$ cat src/rtl/owrom_pkg.sv
package owrom_pkg;

  typedef enum logic [2:0] {
    ST_IDLE,
    ST_RST_LOW,
    ST_PD_WAIT,
    ST_PD_DRIVE,
    ST_CMD,
    ST_READ,
    ST_MUTE
  } st_e;

  // reflected CRC, poly x^8+x^5+x^4+1, data taken bit 0 first
  function automatic logic [7:0] crc8_lsb(input logic [55:0] d);
    logic [7:0] c;
    logic       fb;
    c = '0;
    for (int i = 0; i < 56; i++) begin
      fb = c[0] ^ d[i];
      c  = c >> 1;
      if (fb) c = c ^ 8'h8C;
    end
    return c;
  endfunction

endpackage

$ cat src/rtl/owrom_sync.sv
module owrom_sync (
  input  logic clk_i,
  input  logic rst_ni,
  input  logic line_i,
  output logic line_o,
  output logic fall_o
);
  logic s1_q, s2_q, s3_q;

  // idle line is high; reset values avoid a false edge
  always_ff @(posedge clk_i or negedge rst_ni) begin
    if (!rst_ni) begin
      s1_q <= 1'b1;
      s2_q <= 1'b1;
      s3_q <= 1'b1;
    end else begin
      s1_q <= line_i;
      s2_q <= s1_q;
      s3_q <= s2_q;
    end
  end

  assign line_o = s2_q;
  assign fall_o = s3_q & ~s2_q;
endmodule

$ cat src/rtl/owrom_lowtimer.sv
module owrom_lowtimer #(
  parameter int RST_US = 480
) (
  input  logic clk_i,
  input  logic rst_ni,
  input  logic line_i,
  input  logic tick_i,
  output logic rst_det_o
);
  localparam int W = $clog2(RST_US + 1);

  logic [W-1:0] low_q;

  always_ff @(posedge clk_i or negedge rst_ni) begin
    if (!rst_ni) begin
      low_q <= '0;
    end else if (line_i) begin
      low_q <= '0;
    end else if (tick_i && low_q != W'(RST_US)) begin
      low_q <= low_q + 1'b1;
    end
  end

  // single pulse when the low run reaches the reset length
  assign rst_det_o = tick_i & ~line_i & (low_q == W'(RST_US - 1));

  p_rst_once_r2: assert property (@(posedge clk_i) disable iff (!rst_ni)
    rst_det_o |=> !rst_det_o);
endmodule

$ cat src/rtl/owrom_fsm.sv
module owrom_fsm
  import owrom_pkg::*;
#(
  parameter int              ROM_W      = 64,
  parameter logic [ROM_W-1:0] ROM_BITS  = '0,
  parameter int              CMD_W      = 8,
  parameter logic [CMD_W-1:0] CMD_CODE  = 8'h0F,
  parameter int              PD_WAIT_US = 15,
  parameter int              PD_LEN_US  = 120,
  parameter int              SAMPLE_US  = 30,
  parameter int              HOLD_US    = 30
) (
  input  logic clk_i,
  input  logic rst_ni,
  input  logic line_i,
  input  logic fall_i,
  input  logic tick_i,
  input  logic rst_det_i,
  output logic pull_o
);
  localparam int TW = $clog2(PD_WAIT_US + PD_LEN_US + SAMPLE_US + HOLD_US + 1);
  localparam int IW = $clog2(ROM_W);
  localparam int BW = $clog2(CMD_W);

  st_e              st_q;
  logic [TW-1:0]    tcnt_q;
  logic             slot_q;
  logic [BW-1:0]    bits_q;
  logic [CMD_W-1:0] cmd_q;
  logic [IW-1:0]    idx_q;
  logic             pull_q;
  logic [CMD_W-1:0] cmd_nxt;

  assign cmd_nxt = {line_i, cmd_q[CMD_W-1:1]};

  always_ff @(posedge clk_i or negedge rst_ni) begin
    if (!rst_ni) begin
      st_q   <= ST_IDLE;
      tcnt_q <= '0;
      slot_q <= 1'b0;
      bits_q <= '0;
      cmd_q  <= '0;
      idx_q  <= '0;
      pull_q <= 1'b0;
    end else if (rst_det_i) begin
      st_q   <= ST_RST_LOW;
      slot_q <= 1'b0;
      pull_q <= 1'b0;
    end else begin
      unique case (st_q)
        ST_IDLE, ST_MUTE: ;
        ST_RST_LOW: if (line_i) begin
          st_q   <= ST_PD_WAIT;
          tcnt_q <= '0;
        end
        ST_PD_WAIT: if (tick_i) begin
          if (tcnt_q == TW'(PD_WAIT_US - 1)) begin
            st_q   <= ST_PD_DRIVE;
            pull_q <= 1'b1;
            tcnt_q <= '0;
          end else tcnt_q <= tcnt_q + 1'b1;
        end
        ST_PD_DRIVE: if (tick_i) begin
          if (tcnt_q == TW'(PD_LEN_US - 1)) begin
            st_q   <= ST_CMD;
            pull_q <= 1'b0;
            bits_q <= '0;
            slot_q <= 1'b0;
          end else tcnt_q <= tcnt_q + 1'b1;
        end
        ST_CMD: begin
          if (fall_i) begin
            slot_q <= 1'b1;
            tcnt_q <= '0;
          end else if (slot_q && tick_i) begin
            if (tcnt_q == TW'(SAMPLE_US - 1)) begin
              slot_q <= 1'b0;
              cmd_q  <= cmd_nxt;
              bits_q <= bits_q + 1'b1;
              if (bits_q == BW'(CMD_W - 1)) begin
                st_q  <= (cmd_nxt == CMD_CODE) ? ST_READ : ST_MUTE;
                idx_q <= '0;
              end
            end else tcnt_q <= tcnt_q + 1'b1;
          end
        end
        ST_READ: begin
          if (fall_i) begin
            slot_q <= 1'b1;
            tcnt_q <= '0;
            pull_q <= ~ROM_BITS[idx_q];
          end else if (slot_q && tick_i) begin
            if (tcnt_q == TW'(HOLD_US - 1)) begin
              slot_q <= 1'b0;
              pull_q <= 1'b0;
              idx_q  <= (idx_q == IW'(ROM_W - 1)) ? '0 : idx_q + 1'b1;
            end else tcnt_q <= tcnt_q + 1'b1;
          end
        end
        default: st_q <= ST_IDLE;
      endcase
    end
  end

  assign pull_o = pull_q;

  p_cmd_quiet_r4: assert property (@(posedge clk_i) disable iff (!rst_ni)
    (st_q == ST_CMD) |-> !pull_q);
  p_mute_quiet_r9: assert property (@(posedge clk_i) disable iff (!rst_ni)
    (st_q == ST_MUTE) |-> !pull_q);
  p_pd_wait_quiet_r3: assert property (@(posedge clk_i) disable iff (!rst_ni)
    (st_q == ST_PD_WAIT) |-> !pull_q);
  p_rst_release_r2: assert property (@(posedge clk_i) disable iff (!rst_ni)
    rst_det_i |=> (!pull_q && st_q == ST_RST_LOW));
  p_read_idle_r6: assert property (@(posedge clk_i) disable iff (!rst_ni)
    (st_q == ST_READ && !slot_q) |-> !pull_q);
endmodule

$ cat src/rtl/owrom_responder.sv
module owrom_responder #(
  parameter logic [7:0]  TYPE_CODE  = 8'h81,
  parameter logic [47:0] SERIAL_NUM = 48'h3A5C_96E1_0F42,
  parameter logic [7:0]  CRC_CODE   = owrom_pkg::crc8_lsb({SERIAL_NUM, TYPE_CODE}),
  parameter logic [7:0]  CMD_CODE   = 8'h0F,
  parameter int          RST_US     = 480,
  parameter int          PD_WAIT_US = 15,
  parameter int          PD_LEN_US  = 120,
  parameter int          SAMPLE_US  = 30,
  parameter int          HOLD_US    = 30
) (
  input  logic clk_i,
  input  logic rst_ni,
  input  logic tick_us_i,
  input  logic line_i,
  output logic pull_o
);
  localparam int ROM_W = 64;
  localparam logic [ROM_W-1:0] ROM_BITS = {CRC_CODE, SERIAL_NUM, TYPE_CODE};

  logic line_s, fall_s, rst_det;

  owrom_sync u_sync (
    .clk_i  (clk_i),
    .rst_ni (rst_ni),
    .line_i (line_i),
    .line_o (line_s),
    .fall_o (fall_s)
  );

  owrom_lowtimer #(.RST_US(RST_US)) u_lowtimer (
    .clk_i     (clk_i),
    .rst_ni    (rst_ni),
    .line_i    (line_s),
    .tick_i    (tick_us_i),
    .rst_det_o (rst_det)
  );

  owrom_fsm #(
    .ROM_W      (ROM_W),
    .ROM_BITS   (ROM_BITS),
    .CMD_W      (8),
    .CMD_CODE   (CMD_CODE),
    .PD_WAIT_US (PD_WAIT_US),
    .PD_LEN_US  (PD_LEN_US),
    .SAMPLE_US  (SAMPLE_US),
    .HOLD_US    (HOLD_US)
  ) u_fsm (
    .clk_i     (clk_i),
    .rst_ni    (rst_ni),
    .line_i    (line_s),
    .fall_i    (fall_s),
    .tick_i    (tick_us_i),
    .rst_det_i (rst_det),
    .pull_o    (pull_o)
  );
endmodule

$ cat config.mk
export PLATFORM = sky130hd
export DESIGN_NAME = owrom_responder
export DESIGN_NICKNAME = d
export VERILOG_FILES = /design/src/rtl/owrom_pkg.sv /design/src/rtl/owrom_sync.sv /design/src/rtl/owrom_lowtimer.sv /design/src/rtl/owrom_fsm.sv /design/src/rtl/owrom_responder.sv
export SDC_FILE = /design/constraint.sdc
export NUM_CORES = 1
export LEC_CHECK = 0
export BUFFER_PORTS_ARGS = -buffer_cell sky130_fd_sc_hd__buf_2
export CAP_MARGIN = 40
export CORE_ASPECT_RATIO = 0.8
export CORE_MARGIN = 1.5
export CORE_UTILIZATION = 60
export DETAILED_ROUTE_END_ITERATION = 8
export PLACE_DENSITY = 0.74
export SLEW_MARGIN = 20
export SYNTH_ARGS = -nofsm -noshare
export SYNTH_HDL_FRONTEND = slang
export SYNTH_SLANG_ARGS = --single-unit
$ cat constraint.sdc
create_clock -name clk_i -period 5.05 [get_ports clk_i]
set_clock_uncertainty 0.05 [all_clocks]
set_input_delay 1.01 -clock clk_i [delete_from_list [all_inputs] [get_ports clk_i]]
set_output_delay 1.01 -clock clk_i [all_outputs]
set_load 0.005 [all_outputs]
# Yosys cells after proc, flatten, opt, wreduce, memory -nomap -nowiden
# Memories as Yosys holds them, arrays and structs flattened.
# Index checks and enable logic that the tools add are counted.
[word_totals] rom_bits=64 output_inout_bits=1 regBits=42 n_memories=1 inputBits=4
[mem_list] name="(no name shown)" words=64 width=1 read_ports=1 rd_clocked_by_memory_dff=0 wr=0 line_no="owrom_fsm.sv:91" source="pull_q <= ~ROM_BITS[idx_q];"
[op_classes] n_bitwise=7 addsub=4 n_reduce_logical=18 n_eq_ne=42 mux=51 magnitude_cmp=1
[ops] operator="8-bit 2-to-1 mux" n=8
[ops] operator="6-bit 2-to-1 mux" n=8
[ops] operator="3-bit 2-to-1 mux" n=15
[ops] operator="8-bit one-hot mux with 4 select lines" n=1
[ops] operator="9-bit 2-to-1 mux" n=2
[ops] operator="8-bit by 4-bit equality test with 1-bit output, second input constant" n=2
[ops] operator="3-bit by 2-bit inequality test with 1-bit output, second input constant" n=5
[ops] operator="3-bit inequality test, second input constant" n=5
[ops] operator="3-bit one-hot mux with 5 select lines" n=1
[ops] operator="2-bit by 1-bit inequality test with 1-bit output, second input constant" n=7
[ops] operator="7-bit AND reduction" n=2
[ops] operator="3-bit equality test, second input constant" n=4
[ops] operator="2-bit inequality test, second input constant" n=6
[ops] operator="6-bit one-hot mux with 2 select lines" n=1
[ops] operator="1-bit 2-to-1 mux" n=11
[ops] operator="10-bit AND reduction" n=1
[ops] operator="5-bit AND reduction" n=2
[ops] operator="9-bit by 1-bit adder with 9-bit output, second input constant" n=1
[ops] operator="9-bit equality test, second input constant" n=1
[ops] operator="9-bit inequality test, second input constant" n=1
[ops] operator="9-bit AND reduction" n=1
[ops] operator="8-bit by 1-bit adder with 8-bit output, second input constant" n=1
[ops] operator="8-bit by 5-bit equality test with 1-bit output, second input constant" n=1
[ops] operator="8-bit by 7-bit equality test with 1-bit output, second input constant" n=1
[ops] operator="23 further kinds" n=35

# Logic depth before layout (Yosys ltp)
# Gate-level depths: netlist (run 1).
[logic_depth] ltp_word=8 ltp_mapped=8

# Modules after synthesis
# From an unflattened synthesis (run 1), not the netlist that was laid out.
[hier_totals] cells_unflattened=270 area_unflattened_um2=2561.2
[by_module_without_submodules] module="owrom_fsm" instances=1 cells_each=211 area_per_inst_um2=1959.4
[by_module_without_submodules] module="owrom_lowtimer" instances=1 cells_each=55 area_per_inst_um2=509.2
[by_module_without_submodules] module="owrom_sync" instances=1 cells_each=4 area_per_inst_um2=92.6

# Worst setup path before layout (run 1)
# OpenSTA, ideal clock, no wires.
[synth_timing] kind="input to register" from="in tick_us_i" to="reg u_fsm.cmd_q[1]" t_arrival_ns=2.172 slack_ns=2.703 setup_ns=0.125 required_ns=4.875 n_path_buf=1 stages=5 path_cell_list="and4_1 -> nand4_1 -> clkbuf_1 -> nand4_1 -> mux2_2"
[synth_via] elab_chain_len=4
[synth_rtl] element="from (decl)" line_no="owrom_responder.sv:14" source="input logic tick_us_i,"
[synth_rtl] element="1-bit bitwise AND (2 in a row)" line_no="owrom_lowtimer.sv:25" source="assign rst_det_o = tick_i & ~line_i & (low_q == W'(RST_US - 1));"
[synth_rtl] element="1-bit inverter (no source line)"
[synth_rtl] element="5-bit AND reduction (no source line) *"
[synth_rtl] element="to (signal assigned)" line_no="owrom_fsm.sv:78" source="cmd_q <= cmd_nxt;"
[synth_rtl] element="to (decl)" line_no="owrom_fsm.sv:29" source="logic [CMD_W-1:0] cmd_q;"
# Every way passes the cells marked *; elsewhere a longest branch is shown, timed or not.
# A chain may end at the register's enable or synchronous reset.

# Final worst setup path (run 1)
[layout_timing] from="in tick_us_i" to="reg u_fsm.tcnt_q[3]"
[layout_via] elab_chain_len=4
[layout_rtl] element="1-bit bitwise AND (2 in a row)" line_no="owrom_lowtimer.sv:25"
[layout_rtl] element="1-bit inverter (no source line)"
[layout_rtl] element="8-bit AND reduction (no source line) *"
[layout_rtl] element="to (signal assigned)" line_no="owrom_fsm.sv:61" source="end else tcnt_q <= tcnt_q + 1'b1;"
[layout_rtl] element="to (signal assigned)" line_no="owrom_fsm.sv:69" source="end else tcnt_q <= tcnt_q + 1'b1;"
[layout_rtl] element="to (signal assigned)" line_no="owrom_fsm.sv:84" source="end else tcnt_q <= tcnt_q + 1'b1;"
[layout_rtl] element="to (decl)" line_no="owrom_fsm.sv:26" source="logic [TW-1:0] tcnt_q;"
# Marks and branches as above.

==> flow_metrics.env, run 1 <==
export IMPL_htreeDepth=2
export IMPL_drv_cap=0
export IMPL_p_leak_nw=1.16
export IMPL_reg2reg_from="u_lowtimer.low_q[0]"
export IMPL_dp_worst_setup_slack_ns=2.11
export IMPL_drt_total_wl_mm=4.85
export IMPL_critPathSlowestCell="nor3_1"
export IMPL_yosys_top_cells_count="dfrtp_1, nand2_1, nor2_1"
export IMPL_cp_max_fo=11
export IMPL_post_cts_buffers=0
export IMPL_core_area_um2=3880
export IMPL_relSlewSlack_pct=52.9
export IMPL_rr_worst_depth=6
export IMPL_synthTopCellsByArea="dfrtp_1, ha_1, o21ai_0, nand2_1, nor2_1"
export IMPL_synth_seq_cells=41
export IMPL_globalRouteOverflowTotal=0
export IMPL_hold_viol_final=0
export IMPL_dr_wl_met3_um=283
export IMPL_synthFlopType="dfrtp_1"
export IMPL_grt_antenna_before_repair=0
export IMPL_crit_arrival_ns=2.81
export IMPL_wl_met1_mm=2.41
export IMPL_highest_layer="met4"
export IMPL_viasPerCell=6.16
export IMPL_cts_buffers=5
export IMPL_grt_start_max_net_pins=26
export IMPL_fillers=323
export IMPL_die_x_um=75.0
export IMPL_clock_tree_buffer_depth=2
export IMPL_syn2layout_area_growth_pct=7.99
export IMPL_drt_first_pass_iters=4
export IMPL_clock_sinks=41
export IMPL_critical_path_buf_inv_count=1
export IMPL_root_buffer="clkbuf_8"
export IMPL_synth_cells=272
export IMPL_drt_iter0_markers=176
export IMPL_ys_types=48
export IMPL_worst_path_dominant_cell_family="simple AND/OR/NAND/NOR gates"
export IMPL_tns_ns=0
export IMPL_rrSetupSlack_ns=2.57
export IMPL_setup_slack_ns=2.42
export IMPL_ys_warn_count=0
export IMPL_route_vias_total=2034
export IMPL_cts_tree="yes"
export IMPL_rsz0062_at_grt="false"
export IMPL_hold_path_class="reg -> reg"
export IMPL_peakVddDrop_mv=0.225
export IMPL_num_rows=20
export IMPL_dp_hpwl_mm=3.53
export IMPL_final_nets=289
export IMPL_timing_rr_end="u_fsm.tcnt_q[3]"
export IMPL_drv_slew=0
export IMPL_hold_ws_ns=0.310
export IMPL_cts_repair_resized=0
export IMPL_wl_per_cell_um=14.7
export IMPL_syn_area_um2=2490
export IMPL_critPathMaxStageDelay_ns=0.64
export IMPL_instances_no_fill=330
export IMPL_required_ns=5.24
export IMPL_status="finished clean"
export IMPL_numPortBuffers=4
export IMPL_pin_count=5
export IMPL_hold_buffers=0
export IMPL_grt_pass1_wl_mm=8.49
export IMPL_ys_seq_area_share_pct=41.3
export IMPL_postSynthAreaPerCell_um2=9.16
export IMPL_start_util_pct=64.2
export IMPL_hold_path_depth=0
export IMPL_insertion_delay_ns=0.29
export IMPL_die_y_um=60.6
export IMPL_die_area_um2=4550
export IMPL_layout_drive_gt1_share_pct=9.09
export IMPL_hold_start="u_sync.s1_q"
export IMPL_synth_most_common_cell="dfrtp_1"
export IMPL_clk_pin_slew_worst_paths_ns=0.08
export IMPL_grt_use_total_pct=24.5
export IMPL_fmax_mhz=381
export IMPL_async_reset_ff_share_pct=100
export IMPL_setup_viol=0
export IMPL_whs_endpoint="u_sync.line_o"
export IMPL_globalplace_congestion=0.832
export IMPL_cp_cell_sequence="buf_2 -> and4_1 -> nand4_1 -> o211ai_1 -> nor3_1 -> a22o_1"
export IMPL_n_antenna_cell=0
export IMPL_remaining_drc_errors=0
export IMPL_fin_crit_sh_pct=52.0
export IMPL_yosysTopAreaCell="dfrtp_1"
export IMPL_path_class="in -> reg"
export IMPL_synth_edf_count=0
export IMPL_synth_top_area_share_pct=38.2
export IMPL_ant_nets=0
export IMPL_cp_start_kind="primary input"
export IMPL_fin_crit_ns=2.63
export IMPL_dp_cells=322
export IMPL_endpoint_kind="flip-flop"
export IMPL_wl_met2_mm=2.11
export IMPL_grt_pass1_vias=1814
export IMPL_power_density_nw_per_um2=234
export IMPL_syn_nets=287
export IMPL_tightestPinTransition_ns=0.700
==> cell type report <==
type                    instances  area [um2]  share of cell area, %
well taps                      55        68.8                   2.56
multi-input cells             207        1370                   51.0
inverters                      14        52.6                   1.95
clock buffers                   6        82.6                   3.07
repair buffers                  5        47.5                   1.77
clock inverters                 2        37.5                   1.40
flip-flops and latches         41        1030                   38.3
==> worst max path at each step <==
stage               cells after the start               to       from
floorplan                               5   u_fsm.cmd_q[1]  tick_us_i
CTS                                     6  u_fsm.tcnt_q[3]  tick_us_i
global route                            6  u_fsm.tcnt_q[3]  tick_us_i
finish                                  6  u_fsm.tcnt_q[3]  tick_us_i
global placement                        6  u_fsm.tcnt_q[4]  tick_us_i
detailed placement                      6  u_fsm.tcnt_q[3]  tick_us_i
==> metal layers <==
layer / vias to the layer above / GRT usage, %
met4: 0 / 9.35
li1: 1001 / -
met5: - / 0
met2: 64 / 36.0
met3: 5 / 4.82
met1: 964 / 36.0
==> cells by family (layout without fill, tap and decap cells) <==
kind of cell             Yosys count  after routing  synth area share, %
flip-flops                        41             41                 41.3
AND/OR/NAND/NOR                  109            109                 23.7
multiplexers                       9              9                 3.92
buffers and inverters             24             27                 3.62
AO/OA/AOI/OAI                     69             69                 18.7
adder cells (fa/ha/maj)           12             12                 5.93
XOR/XNOR                           8              8                 2.81
==> where the power goes <==
part | switching, mW | total [mW] | internal (mW) | leakage [nW]
logic | 0.0128 | 0.0194 | 0.00650 | 0.562
registers | 0.00399 | 0.336 | 0.332 | 0.540
clock network | 0.114 | 0.274 | 0.161 | 0.0574
total | 0.130 | 0.629 | 0.499 | 1.16
==> metrics by stage <==
step           util, %  power [mW]  area (um2)
4_1_cts           69.4       0.638        2690
3_3_place_gp      65.5       0.359        2540
6_report          69.4       0.629        2690
5_1_grt           69.4       0.650        2690
3_5_place_dp      66.3       0.362        2570
2_1_floorplan        -       0.349        2490
==> layout by cell type (no fill, tap or decap), types with 3 or more instances in the layout <==
cell type and n:
nor4_1 5, clkbuf_8 6, ha_1 11, and2_1 4
dfstp_2 3, xor2_1 4, nor3_1 5, nand2_1 23
nand2b_1 5, mux2_2 6, nor2_1 23, o311ai_0 3
a22o_1 6, dfrtp_1 38, o22ai_1 3, and3_1 8
o211ai_1 8, xnor2_1 4, o31ai_1 4, mux2i_1 3
o21ai_0 19, inv_1 14, nor2b_1 8, buf_2 4
nand4_1 7, a21oi_1 10, nand3b_1 3, nand3_1 8
==> sequential cells by signal, indices dropped and copies added (netlist names), 3 cells and up <==
register / cells
u_fsm.bits_q: 3
u_fsm.tcnt_q: 8
u_fsm.st_q: 3
u_fsm.idx_q: 6
u_fsm.cmd_q: 7
u_lowtimer.low_q: 9
Power figures use the tool's default switching activity.
==> run 2: changes to the inputs <==
ABC_AREA = 1   (was unset)
clock period = 2.5 ns   (was 5.05 ns; I/O delays follow)
==> run 2 against run 1 <==
  * First-iteration DRC count rose by 56%
  * Flip-flop and latch count did not move
  * Register-to-register slack got worse by 2.3 ns
  * Cell count rose by 42%
  * Global-route usage rose by 3.2 points
  * Sequential power rose by 100%
  * Clock power rose by 96%
  * Cell area rose by 9.4%
  * Via count rose by 28%
  * Critical endpoint is now u_fsm.st_q[2]
  * Largest power group unchanged
  * Highest routed layer unchanged
==> flow_metrics.env, run 2 <==
export IMPL_grt_antenna_before_repair=0
export IMPL_cts_buffers=5
export IMPL_cp_cell_sequence="inv_1 -> nand2_1 -> nor2_1 -> nand3_1 -> nand3_1 -> nand2_1 -> nor2_1 -> nand2_1 -> nand2_1 -> nand2_1"
export IMPL_ant_nets=0
export IMPL_layout_drive_gt1_share_pct=8.76
export IMPL_top_regs="u_lowtimer.low_q x9, u_fsm.tcnt_q x8, u_fsm.cmd_q x7"
export IMPL_rrSetupSlack_ns=0.29
export IMPL_drt_first_pass_iters=5
export IMPL_cts_repair_resized=0
export IMPL_synth_most_common_cell="nand2_1"
export IMPL_peakVddDrop_mv=0.353
export IMPL_crit_arrival_ns=2.34
export IMPL_die_y_um=63.4
export IMPL_cp_max_fo=15
export IMPL_largest_reg_flops=9
export IMPL_critPathMaxStageDelay_ns=0.38
export IMPL_power_density_nw_per_um2=429
export IMPL_ys_warn_count=0
export IMPL_clock_tree_buffer_depth=2
export IMPL_p_leak_nw=1.42
export IMPL_syn2layout_area_growth_pct=7.54
export IMPL_tightestPinTransition_ns=0.492
export IMPL_drt_iter0_markers=275
export IMPL_fmax_mhz=453
export IMPL_cp_start_kind="flip-flop"
export IMPL_route_vias_total=2609
export IMPL_remaining_drc_errors=0
export IMPL_num_rows=21
export IMPL_synth_cells=400
export IMPL_layout_common_cells="nand2_1, nand3_1, inv_1, dfrtp_1, nor2_1"
export IMPL_globalRouteOverflowTotal=0
export IMPL_hold_ws_ns=0.105
export IMPL_die_area_um2=4980
export IMPL_grt_pass1_vias=2526
export IMPL_synth_edf_count=0
export IMPL_tns_ns=0
export IMPL_critPathSlowestCell="dfstp_2"
export IMPL_endpoint_kind="flip-flop"
export IMPL_clk_pin_slew_worst_paths_ns=0.09
export IMPL_final_nets=425
export IMPL_numPortBuffers=4
export IMPL_drt_total_wl_mm=6.08
export IMPL_core_area_um2=4280
export IMPL_yosys_top_cells_count="nand2_1, nand3_1, inv_1"
export IMPL_post_cts_buffers=0
export IMPL_largest_register="u_lowtimer.low_q"
export IMPL_power_mw=1.26
export IMPL_required_ns=2.63
export IMPL_fin_crit_sh_pct=88.3
export IMPL_relSlewSlack_pct=67.1
export IMPL_hold_buffers=0
export IMPL_insertion_delay_ns=0.30
export IMPL_syn_area_um2=2740
export IMPL_die_x_um=78.5
export IMPL_synthFlopType="dfrtp_1"
export IMPL_synth_top_area_share_pct=34.8
export IMPL_grt_use_total_pct=27.7
export IMPL_hold_path_class="in -> async"
export IMPL_fin_crit_ns=2.21
export IMPL_async_reset_ff_share_pct=100
export IMPL_cts_tree="yes"
export IMPL_synth_seq_cells=41
export IMPL_wl_per_cell_um=13.0
export IMPL_syn_nets=415
export IMPL_setup_viol=0
export IMPL_ys_types=29
export IMPL_clock_sinks=41
export IMPL_drv_cap=0
export IMPL_drv_slew=0
export IMPL_path_class="reg -> reg"
export IMPL_htreeDepth=2
export IMPL_pin_count=5
export IMPL_worst_path_dominant_cell_family="simple AND/OR/NAND/NOR gates"
export IMPL_start_util_pct=63.9
export IMPL_rr_worst_depth=10
export IMPL_critical_path_buf_inv_count=1
export IMPL_n_antenna_cell=0
export IMPL_synthTopCellsByArea="dfrtp_1, nand2_1, nand3_1, inv_1, ha_1"
export IMPL_globalplace_congestion=0.980
export IMPL_hold_viol_final=0
export IMPL_status="finished clean"
export IMPL_rsz0062_at_grt="false"
export IMPL_postSynthAreaPerCell_um2=6.84
export IMPL_dp_hpwl_mm=4.58
export IMPL_grt_pass1_wl_mm=11.0
export IMPL_grt_start_max_net_pins=22
export IMPL_timing_rr_end="u_fsm.st_q[2]"
export IMPL_root_buffer="clkbuf_8"
export IMPL_viasPerCell=5.57
export IMPL_crit_top_cell="nand2_1"
export IMPL_reg2reg_from="u_sync.line_o"
export IMPL_layout_commonest_cell="nand2_1"
export IMPL_yosysTopAreaCell="dfrtp_1"
export IMPL_ys_seq_area_share_pct=37.6
==> run 2: cell count changes in the layout (fill, tap and decap cells not counted), moves of 6 or more <==
cell,delta
nand2_1,+101
nand3_1,+47
mux2_2,-6
and3_1,-8
o211ai_1,-6
inv_2,+7
inv_1,+30
nor2_1,+9
a22o_1,-6
o21ai_1,+14
nor2b_1,-8
==> run 2: worst max path at each step <==
stage                  start             to  cells past startpoint
2_1_floorplan  u_sync.line_o  u_fsm.st_q[1]                     11
3_3_place_gp   u_sync.line_o  u_fsm.st_q[2]                     10
3_5_place_dp   u_sync.line_o  u_fsm.st_q[2]                     10
4_1_cts        u_sync.line_o  u_fsm.st_q[2]                     10
5_1_grt        u_sync.line_o  u_fsm.st_q[2]                     10
6_report       u_sync.line_o  u_fsm.st_q[2]                     10
==> run 2: cell type report <==
cell class	instances	area [um2]
clock buffer	6	72.6
clock inverter	2	38.8
fill	381	1340
inverter	52	195
multi-input combinational	303	1490
sequential	41	1030
tap	57	71.3
timing repair buffer	7	42.5
==> run 2: kinds of logic (layout without fill, tap and decap cells) <==
family | Yosys count | in the layout | share of synthesized area, %
and+or+nand+nor | 239 | 239 | 38.5
buffers and inverters | 56 | 67 | 7.82
xor gates and xnor gates | 5 | 5 | 1.60
AOI/OAI and AO/OA | 48 | 48 | 9.42
DFF | 41 | 41 | 37.6
adders and majority gates | 11 | 11 | 5.03
==> run 2: per-stage QoR <==
stage               std cells  worst slack (ns)  area (um2)  utilization, %
CTS                       468             0.296        2940            68.7
global placement          460             0.425        2830            66.1
finish                    468             0.291        2940            68.7
detailed placement        460             0.336        2830            66.1
global route              468          0.000571        2940            68.7
floorplan                 400             0.830        2740               -
==> run 2: layer usage <==
metal | wire, um | GRT usage (%)
met5 | 0 | 0
met3 | 332 | 4.35
met2 | 2850 | 45.0
met4 | 91 | 9.15
met1 | 2810 | 37.7
==> run 2: report_power, final <==
| part | internal (mW) | switching [mW] | leakage [nW] | total (mW) |
|---|---|---|---|---|
| sequential | 0.672 | 0.00565 | 0.550 | 0.678 |
| clock | 0.300 | 0.238 | 0.0554 | 0.538 |
| combinational | 0.0120 | 0.0336 | 0.810 | 0.0455 |
| total | 0.984 | 0.277 | 1.42 | 1.26 |
